### src/rtl/nrm_pkg.sv
package nrm_pkg;

  // Inner moduli and the inner dynamic range
  localparam int unsigned IN_A = 5;
  localparam int unsigned IN_B = 6;
  localparam int unsigned IN_C = 7;
  localparam int unsigned IN_RANGE = IN_A * IN_B * IN_C;

  // Reconstruction weights: each is 1 mod its own modulus, 0 mod the others
  localparam int unsigned WT_A = 126;
  localparam int unsigned WT_B = 175;
  localparam int unsigned WT_C = 120;

  typedef struct packed {
    logic [2:0] ra;
    logic [2:0] rb;
    logic [2:0] rc;
  } inner_t;

  function automatic inner_t to_inner(input logic [3:0] v);
    int unsigned t;
    inner_t o;
    t = {28'd0, v};
    o.ra = 3'(t % IN_A);
    o.rb = 3'(t % IN_B);
    o.rc = 3'(t % IN_C);
    return o;
  endfunction

  function automatic logic [2:0] mul_small(input logic [2:0] a, input logic [2:0] b,
                                           input int unsigned m);
    int unsigned t;
    t = {29'd0, a} * {29'd0, b};
    return 3'(t % m);
  endfunction

  function automatic logic [7:0] from_inner(input inner_t p);
    int unsigned s;
    s = WT_A * {29'd0, p.ra} + WT_B * {29'd0, p.rb} + WT_C * {29'd0, p.rc};
    return 8'(s % IN_RANGE);
  endfunction

endpackage

### src/rtl/nrm_direct_chan.sv
module nrm_direct_chan #(
  parameter int unsigned M = 7,
  localparam int W = $clog2(M)
) (
  input  logic         clk,
  input  logic         rst_n,
  input  logic [2:0]   stage_en,
  input  logic [W-1:0] a,
  input  logic [W-1:0] b,
  output logic [W-1:0] y
);
  logic [W-1:0] s1_q, s2_q;
  logic [W-1:0] prod_mod;

  always_comb begin
    int unsigned t;
    t = 32'(a) * 32'(b);
    prod_mod = W'(t % M);
  end

  always_ff @(posedge clk or negedge rst_n) begin
    if (!rst_n) begin
      s1_q <= '0;
      s2_q <= '0;
      y    <= '0;
    end else begin
      if (stage_en[0]) s1_q <= prod_mod;
      if (stage_en[1]) s2_q <= s1_q;
      if (stage_en[2]) y    <= s2_q;
    end
  end

  AST_DIRECT_RANGE: assert property (@(posedge clk) disable iff (!rst_n)
    stage_en[1] |-> (32'(s1_q) < M));

endmodule

### src/rtl/nrm_nested_chan.sv
module nrm_nested_chan
  import nrm_pkg::*;
#(
  parameter int unsigned M = 11,
  localparam int W = $clog2(M)
) (
  input  logic         clk,
  input  logic         rst_n,
  input  logic [2:0]   stage_en,
  input  logic [W-1:0] a,
  input  logic [W-1:0] b,
  output logic [W-1:0] y
);
  inner_t a_in_q, b_in_q;
  inner_t prod_q;
  inner_t prod_d;
  logic [7:0] recon;

  always_comb begin
    prod_d.ra = mul_small(a_in_q.ra, b_in_q.ra, IN_A);
    prod_d.rb = mul_small(a_in_q.rb, b_in_q.rb, IN_B);
    prod_d.rc = mul_small(a_in_q.rc, b_in_q.rc, IN_C);
  end

  assign recon = from_inner(prod_q);

  always_ff @(posedge clk or negedge rst_n) begin
    if (!rst_n) begin
      a_in_q <= '0;
      b_in_q <= '0;
      prod_q <= '0;
      y      <= '0;
    end else begin
      if (stage_en[0]) begin
        a_in_q <= to_inner(4'(a));
        b_in_q <= to_inner(4'(b));
      end
      if (stage_en[1]) prod_q <= prod_d;
      if (stage_en[2]) y <= W'(32'(recon) % M);
    end
  end

  AST_INNER_BOUND: assert property (@(posedge clk) disable iff (!rst_n)
    stage_en[2] |-> (32'(recon) <= (M - 1) * (M - 1)));
  AST_INNER_MATCH: assert property (@(posedge clk) disable iff (!rst_n)
    stage_en[2] |-> ((32'(recon) % IN_A == 32'(prod_q.ra)) &&
                     (32'(recon) % IN_B == 32'(prod_q.rb)) &&
                     (32'(recon) % IN_C == 32'(prod_q.rc))));

endmodule

### src/rtl/nrm_mul.sv
module nrm_mul #(
  parameter int unsigned M_A = 7,
  parameter int unsigned M_B = 11,
  parameter int unsigned M_C = 13
) (
  input  logic                   clk,
  input  logic                   rst_n,
  input  logic                   in_valid,
  input  logic [$clog2(M_A)-1:0] a_r7,
  input  logic [$clog2(M_B)-1:0] a_r11,
  input  logic [$clog2(M_C)-1:0] a_r13,
  input  logic [$clog2(M_A)-1:0] b_r7,
  input  logic [$clog2(M_B)-1:0] b_r11,
  input  logic [$clog2(M_C)-1:0] b_r13,
  output logic                   out_valid,
  output logic [$clog2(M_A)-1:0] p_r7,
  output logic [$clog2(M_B)-1:0] p_r11,
  output logic [$clog2(M_C)-1:0] p_r13
);
  logic v1_q, v2_q;
  logic [2:0] stage_en;

  assign stage_en = {v2_q, v1_q, in_valid};

  always_ff @(posedge clk or negedge rst_n) begin
    if (!rst_n) begin
      v1_q      <= 1'b0;
      v2_q      <= 1'b0;
      out_valid <= 1'b0;
    end else begin
      v1_q      <= in_valid;
      v2_q      <= v1_q;
      out_valid <= v2_q;
    end
  end

  nrm_direct_chan #(.M(M_A)) u_ch_a (
    .clk(clk), .rst_n(rst_n), .stage_en(stage_en), .a(a_r7), .b(b_r7), .y(p_r7));

  nrm_nested_chan #(.M(M_B)) u_ch_b (
    .clk(clk), .rst_n(rst_n), .stage_en(stage_en), .a(a_r11), .b(b_r11), .y(p_r11));

  nrm_nested_chan #(.M(M_C)) u_ch_c (
    .clk(clk), .rst_n(rst_n), .stage_en(stage_en), .a(a_r13), .b(b_r13), .y(p_r13));

  AST_VALID_LATENCY: assert property (@(posedge clk) disable iff (!rst_n)
    out_valid == $past(in_valid, 3));
  AST_OUT_RANGE: assert property (@(posedge clk) disable iff (!rst_n)
    out_valid |-> (32'(p_r7) < M_A && 32'(p_r11) < M_B && 32'(p_r13) < M_C));
  AST_HOLD_IDLE: assert property (@(posedge clk) disable iff (!rst_n)
    !out_valid |-> ($stable(p_r7) && $stable(p_r11) && $stable(p_r13)));

endmodule

### config.mk
export PLATFORM = sky130hd
export DESIGN_NAME = nrm_mul
export DESIGN_NICKNAME = d
export VERILOG_FILES = /design/src/rtl/nrm_pkg.sv /design/src/rtl/nrm_direct_chan.sv /design/src/rtl/nrm_nested_chan.sv /design/src/rtl/nrm_mul.sv
export SDC_FILE = /design/constraint.sdc
export NUM_CORES = 1
export LEC_CHECK = 0
export ABC_AREA = 1
export BUFFER_PORTS_ARGS = -buffer_cell sky130_fd_sc_hd__buf_2
export CAP_MARGIN = 30
export CORE_ASPECT_RATIO = 1.5
export CORE_MARGIN = 2
export CORE_UTILIZATION = 25
export CTS_CLUSTER_DIAMETER = 100
export DETAILED_ROUTE_END_ITERATION = 8
export PLACE_DENSITY = 0.44
export SYNTH_ARGS = -nofsm -noshare
export SYNTH_HDL_FRONTEND = slang
export SYNTH_SLANG_ARGS = --single-unit
### constraint.sdc
create_clock -name clk -period 23.9 [get_ports clk]
set_input_delay 4.78 -clock clk [delete_from_list [all_inputs] [get_ports clk]]
set_output_delay 4.78 -clock clk [all_outputs]
set_load 0.02 [all_outputs]
# --- Yosys cells after proc, flatten, opt, wreduce, memory -nomap -nowiden ---
# Index checks and enable logic that the tools add are counted.
# Widths: inputs -> output; s select.
word_totals:
  regBits: 74
  input_bits: 25
  elab_cells: 66
classes:
  n_addsub: 4
  mul: 13
  div_mod_pow: 23
ops:
  columns: ["operator", "n"]
  rows:
  - ["$mod 4x3->32 const B", 12]
  - ["$mod 6x3->32 const B", 7]
  - ["$add 32x10->32", 2]
  - ["$mod 32x8->32 const B", 2]
  - ["$mod 8x4->32 const B", 2]
  - ["$mul 3x3->6", 7]
  - ["$add 10x11->12", 2]
  - ["$mul 8x3->11 const A", 2]
  - ["$mul 6x3->9 const A", 2]
  - ["$mul 4x3->7 const A", 2]

# --- Longest topological paths before layout ---
depth:
  depth_word: 5
  ltp_mapped: 93
  depth_no_buf: 91

# --- Hierarchy ---
# A second synthesis with hierarchy kept.
unflattened:
  cells_unflattened: 2350
  hier_area_um2: 15363.5
modules_own_cells:
  columns: ["module", "instances", "cells_each", "area_per_inst_um2", "seq_area_each_um2"]
  rows:
  - ["nrm_nested_chan at u_ch_c", 1, 1120, 7425.9, 775.7]
  - ["nrm_nested_chan at u_ch_b", 1, 1069, 6841.6, 775.7]
  - ["nrm_direct_chan", 1, 158, 1021.0, 225.2]
  - ["nrm_mul", 1, 3, 75.1, 75.1]

# --- Worst setup path before layout ---
# No wires, ideal clock.
synth_path:
  path_type: "register to register"
  startpoint: "register u_ch_c.prod_q[6] in the netlist's numbering"
  endpoint: "register u_ch_c.y[0]"
  setup_ns: 0.117
  arrival_ns: 11.363
  required_ns: 23.783
  slack_ns: 12.419
  path_stages_with_launch: 82
  path_buffers: 2
  synth_period_minus_slack_ns: 11.481
  path_cell_list: "dfrtp_1 -> fa_1 -> ha_1 -> inv_1 -> fa_1 -> inv_1 -> fa_1 -> ha_1 -> nand2_1 -> nand2_1 -> nand2_1 -> nand2_1 -> a21oi_1 -> inv_1 -> a31oi_1 -> xnor2_1 -> ha_1 -> nand2_1 -> (+46 left out) -> buf_6 -> nand2_1 -> nand2_1 -> ha_1 -> nor2_1 -> nor2_2 -> nor2_4 -> nand2_4 -> xor2_1 -> ha_1 -> inv_1 -> or2_2 -> nand3_1 -> o21bai_1 -> nor2_1 -> nand3_1 -> nand3_1 -> nand2_1"
synth_via:
  elab_chain_len: 5
synth_lines:
  columns: ["element", "line", "source"]
  rows:
  - ["start: declaration", "nrm_nested_chan.sv:15", "inner_t prod_q;"]
  - ["start signal: assignment", "nrm_nested_chan.sv:38", "if (stage_en[1]) prod_q <= prod_d;"]
  - ["$mul 6x3->9", "nrm_pkg.sv:39", "s = WT_A * {29'd0, p.ra} + WT_B * {29'd0, p.rb} + WT_C * {29'd0, p.rc};"]
  - ["$add 10x11->12", "nrm_pkg.sv:39", null]
  - ["$add 32x10->32", "nrm_pkg.sv:39", null]
  - ["$mod 32x8->32", "nrm_pkg.sv:40", "return 8'(s % IN_RANGE);"]
  - ["$mod 8x4->32", "nrm_nested_chan.sv:39", "if (stage_en[2]) y <= W'(32'(recon) % M);"]
  - ["end signal: assignment", "nrm_nested_chan.sv:39", null]
  - ["end: declaration", "nrm_nested_chan.sv:12", "output logic [W-1:0] y"]
# No other way between the ends.
# A chain may end at the register's enable or synchronous reset.

# --- Worst setup path after layout ---
layout_path:
  startpoint: "register u_ch_c.prod_q[6] in the netlist's numbering"
  endpoint: "register u_ch_c.y[2]"
# The elaborated chain is that of the path after synthesis.

==> metrics.md <==
| Metric | Value |
|---|---|
| Worst Tran Pin Value | `about 0.66 ns` |
| Die height | `approximately 310 um` |
| Setup CP Type | `flop to flop` |
| H-tree depth | `3` |
| Finished Core Util | `27.6%` |
| Num CTS Buffers | `9` |
| Syn Area/Cell | `between 6 and 7 um^2` |
| Critical Path Start Type | `flop` |
| Post-synth ARST share | `100%` |
| Initial Utilization | `between 20% and 30%` |
| Postcts setup bufs | `0` |
| Root buf cell | `clkbuf_16` |
| Clock Latency Late Sink | `0.35 ns` |
| Routability congestion estimate | `between 0.7 and 0.8` |
| Post-Route WL | `35.5 mm` |
| CP Max Fanout | `18` |
| Dpl ws | `approximately 11 ns` |
| Reg2Reg Launch Point | `u_ch_c.prod_q[6]` |
| CP Data Required Time | `24.19 ns` |
| Met3 usage | `1.48%` |
| Synth warn | `0` |
| Layout area overhead | `9.20%` |
| Port Buffers | `36` |
| CP most frequent cell | `nand2_1` |
| Yosys cell types | `70` |
| Post-synth top area share | `16.7%` |
| Sequential area share after synthesis | `12.2%` |
| WHS Endpoint | `u_ch_a.y[0]` |
| IO Count | `37` |
| DRC Markers | `0` |
| Placed Area | `about 0.016 mm^2` |
| RSZ-0062 raised after global routing | `no` |
| Core ar. | `between 0.06 and 0.07 mm^2` |
| Footprint of the multi-input gates | `0.0116 mm^2` |
| First-pass GRT wire length | `roughly 62 mm` |
| Fin crit share | `about 54%` |
| CTS clock-pin slew for the worst setup and hold paths | `0.06 ns` |
| Core Rows | `between 100 and 150` |
| Fillers | `6,752` |
| Cells after Synth | `roughly 2.4k` |
| Status | `finished clean` |
| Post-route antenna net violation count | `0` |
| Fin area | `0.0166 mm^2` |
| TritonCTS clock tree | `done` |
| Hold Startpoint | `u_ch_a.y[0]` |
| Clock sink count | `74` |
| Clock skew | `between 0.006 and 0.007 ns` |
| Vias in the first global route | `around 14k` |
| Fin worst setup slack | `around 11 ns` |
| Grt met2 use | `23.2%` |
| Met1 usage | `between 10% and 20%` |
| Grt total ovfl | `0` |
| Hold Fails Final Rpt | `0` |
| Reg area | `0.00185 mm^2` |
| Max Fclk | `approximately 77 MHz` |
| R2R depth | `80` |
| Die width | `~200 um` |
| Vias per cell | `4.46` |
| CTS Buffer Depth | `2` |
| Leading area contributor after synthesis | `nand2_1` |
| Max Cap Violations | `0` |
| Post-synth top flop | `dfrtp_1` |
| Antenna Cells | `0` |
| Share of post-route cells with drive strength above 1 | `under 10%` |
| Via count | `about 14k` |
| Seq cells post-synth | `74` |
| Final Critical Period | `12.95 ns` |
| Hold buffer count at CTS | `0` |
| Nets@finish | `2,668` |
| Gr usage total | `between 10% and 20%` |
| PostCTS Resize Cnt | `0` |
| Slowest-stage cell, CP | `fa_1` |
| Arrival @ worst endpoint | `13.24 ns` |
| WL/cell | `around 11 um` |
| EDFF count, synth | `0` |
| Final setup violation count | `0` |
| Setup TNS | `0 ns` |
| Max-slew headroom | `a little under three fifths` |
| DR iter-0 viols | `459` |
| Global route hottest layer | `met2` |
| Detailed placer's ending HPWL | `roughly 30 mm` |
| Full die area | `about 0.063 mm^2` |
| Max Transition Viols Final | `0` |
| Pin count of the biggest net entering global routing | `47` |
| Worst hold stages | `2` |
| Initial antenna violation count | `1` |
| CP peak stage delay | `about 0.7 ns` |
| Synthesized Nets | `2,640` |
| Endpoint class of the critical path | `flop` |
| FF-to-FF End | `u_ch_c.y[2]` |
| Reg2Reg Setup Slack | `around 11 ns` |
| Pre-antenna DRT Iters | `5` |
| Synth area leaders | `nand2_1 17%, ha_1 15%, dfrtp_1 12%` |
| Area of the mapped netlist | `0.0152 mm^2` |
| Hold Path Class | `flop to flop` |
worst max path at each step:
stage | slack, ns | start | endpoint
floorplan | 12.42 | u_ch_c.prod_q[6] | u_ch_c.y[0]
global placement | 11.18 | u_ch_c.prod_q[6] | u_ch_c.y[1]
detailed placement | 10.91 | u_ch_c.prod_q[6] | u_ch_c.y[1]
CTS | 10.86 | u_ch_c.prod_q[6] | u_ch_c.y[3]
global route | 9.58 | u_ch_c.prod_q[6] | u_ch_c.y[3]
finish | 10.95 | u_ch_c.prod_q[6] | u_ch_c.y[2]
through the flow:
stage	std cells	hold slack (ns)
4_1_cts	3206	0.475
3_5_place_dp	3190	0.459
5_1_grt	3206	0.497
3_3_place_gp	3190	0.453
6_report	3206	0.469
2_1_floorplan	2389	0.352
synthesized netlist by cell type (8+ instances only):
| cell | instances |
|---|---|
| fa_1 | 46 |
| inv_2 | 18 |
| nor2_1 | 173 |
| xnor2_1 | 23 |
| nand2_1 | 677 |
| o211ai_1 | 20 |
| nand3b_1 | 8 |
| clkbuf_1 | 14 |
| inv_1 | 406 |
| nand2_2 | 55 |
| nor3_1 | 17 |
| nor2_2 | 13 |
| nand3_2 | 15 |
| a31oi_1 | 28 |
| dfrtp_1 | 74 |
| nand3_1 | 188 |
| nand2_4 | 15 |
| ha_1 | 180 |
| o21ai_0 | 92 |
| a21oi_1 | 75 |
| o21bai_1 | 13 |
| or2_2 | 11 |
| xor2_1 | 76 |
| nor2_4 | 8 |
| nand4_1 | 44 |
critical path, delay by kind of cell (launching register included):
family,cells,cell delay [ns]
simple gates,48,5.84
fa+ha+maj,12,3.93
compound gates,6,1.14
xor+xnor,3,0.85
buf+inv,11,0.69
flops,1,0.45
placed cells by master (no fill, tap or decap), drive strengths merged, types with 3 or more instances in the layout:
cell,synthesis,routed
nand4,51,51
nor4,7,7
ha,180,180
nor3,17,17
nand3b,11,11
xnor2,24,24
a22o,5,5
o22ai,7,7
nor2,195,195
and2,3,3
xor2,77,77
buf,7,39
a21o,6,6
clkbuf,15,10
nand3,206,206
a21oi,80,80
o21ai,105,105
fa,46,46
or2,13,13
inv,424,426
a31oi,28,28
dfrtp,74,74
o211ai,20,20
o21bai,13,13
nand2,748,748
layout make-up:
type | count | area share (%)
inverters | 424 | 9.61
clock inverters | 6 | 0.589
repair buffers | 39 | 1.24
multi-input cells | 1869 | 70.0
flip-flops and latches | 74 | 11.2
clock buffers | 10 | 1.44
well taps | 784 | 5.92
state kept, by name, summed over array words and instances, names as in the netlist:
| register | flops |
|---|---|
| out_valid | 1 |
| u_ch_a.s1_q | 3 |
| u_ch_a.s2_q | 3 |
| u_ch_a.y | 3 |
| u_ch_b.a_in_q | 9 |
| u_ch_b.b_in_q | 9 |
| u_ch_b.prod_q | 9 |
| u_ch_b.y | 4 |
| u_ch_c.a_in_q | 9 |
| u_ch_c.b_in_q | 9 |
| u_ch_c.prod_q | 9 |
| u_ch_c.y | 4 |
| v1_q | 1 |
| v2_q | 1 |
cells by family (layout without fill, tap and decap cells):
group | after synthesis | count (layout) | synth area share (%)
AND/OR/NAND/NOR | 1257 | 1257 | 38.3
adder cells (fa/ha/maj) | 226 | 226 | 20.9
buffers and inverters | 446 | 479 | 11.3
AO/OA/AOI/OAI | 285 | 285 | 11.4
flip-flops | 74 | 74 | 12.2
XOR/XNOR | 101 | 101 | 5.93
layer usage:
layer	routed length [um]	part of all wire [%]
met4	775	2.2
met2	19100	54
met3	898	2.5
met5	0	0
met1	14700	41
Power is left out: the tool's default activity adds up to more than one toggle a clock period on the data nets, which glitch-free logic cannot reach.
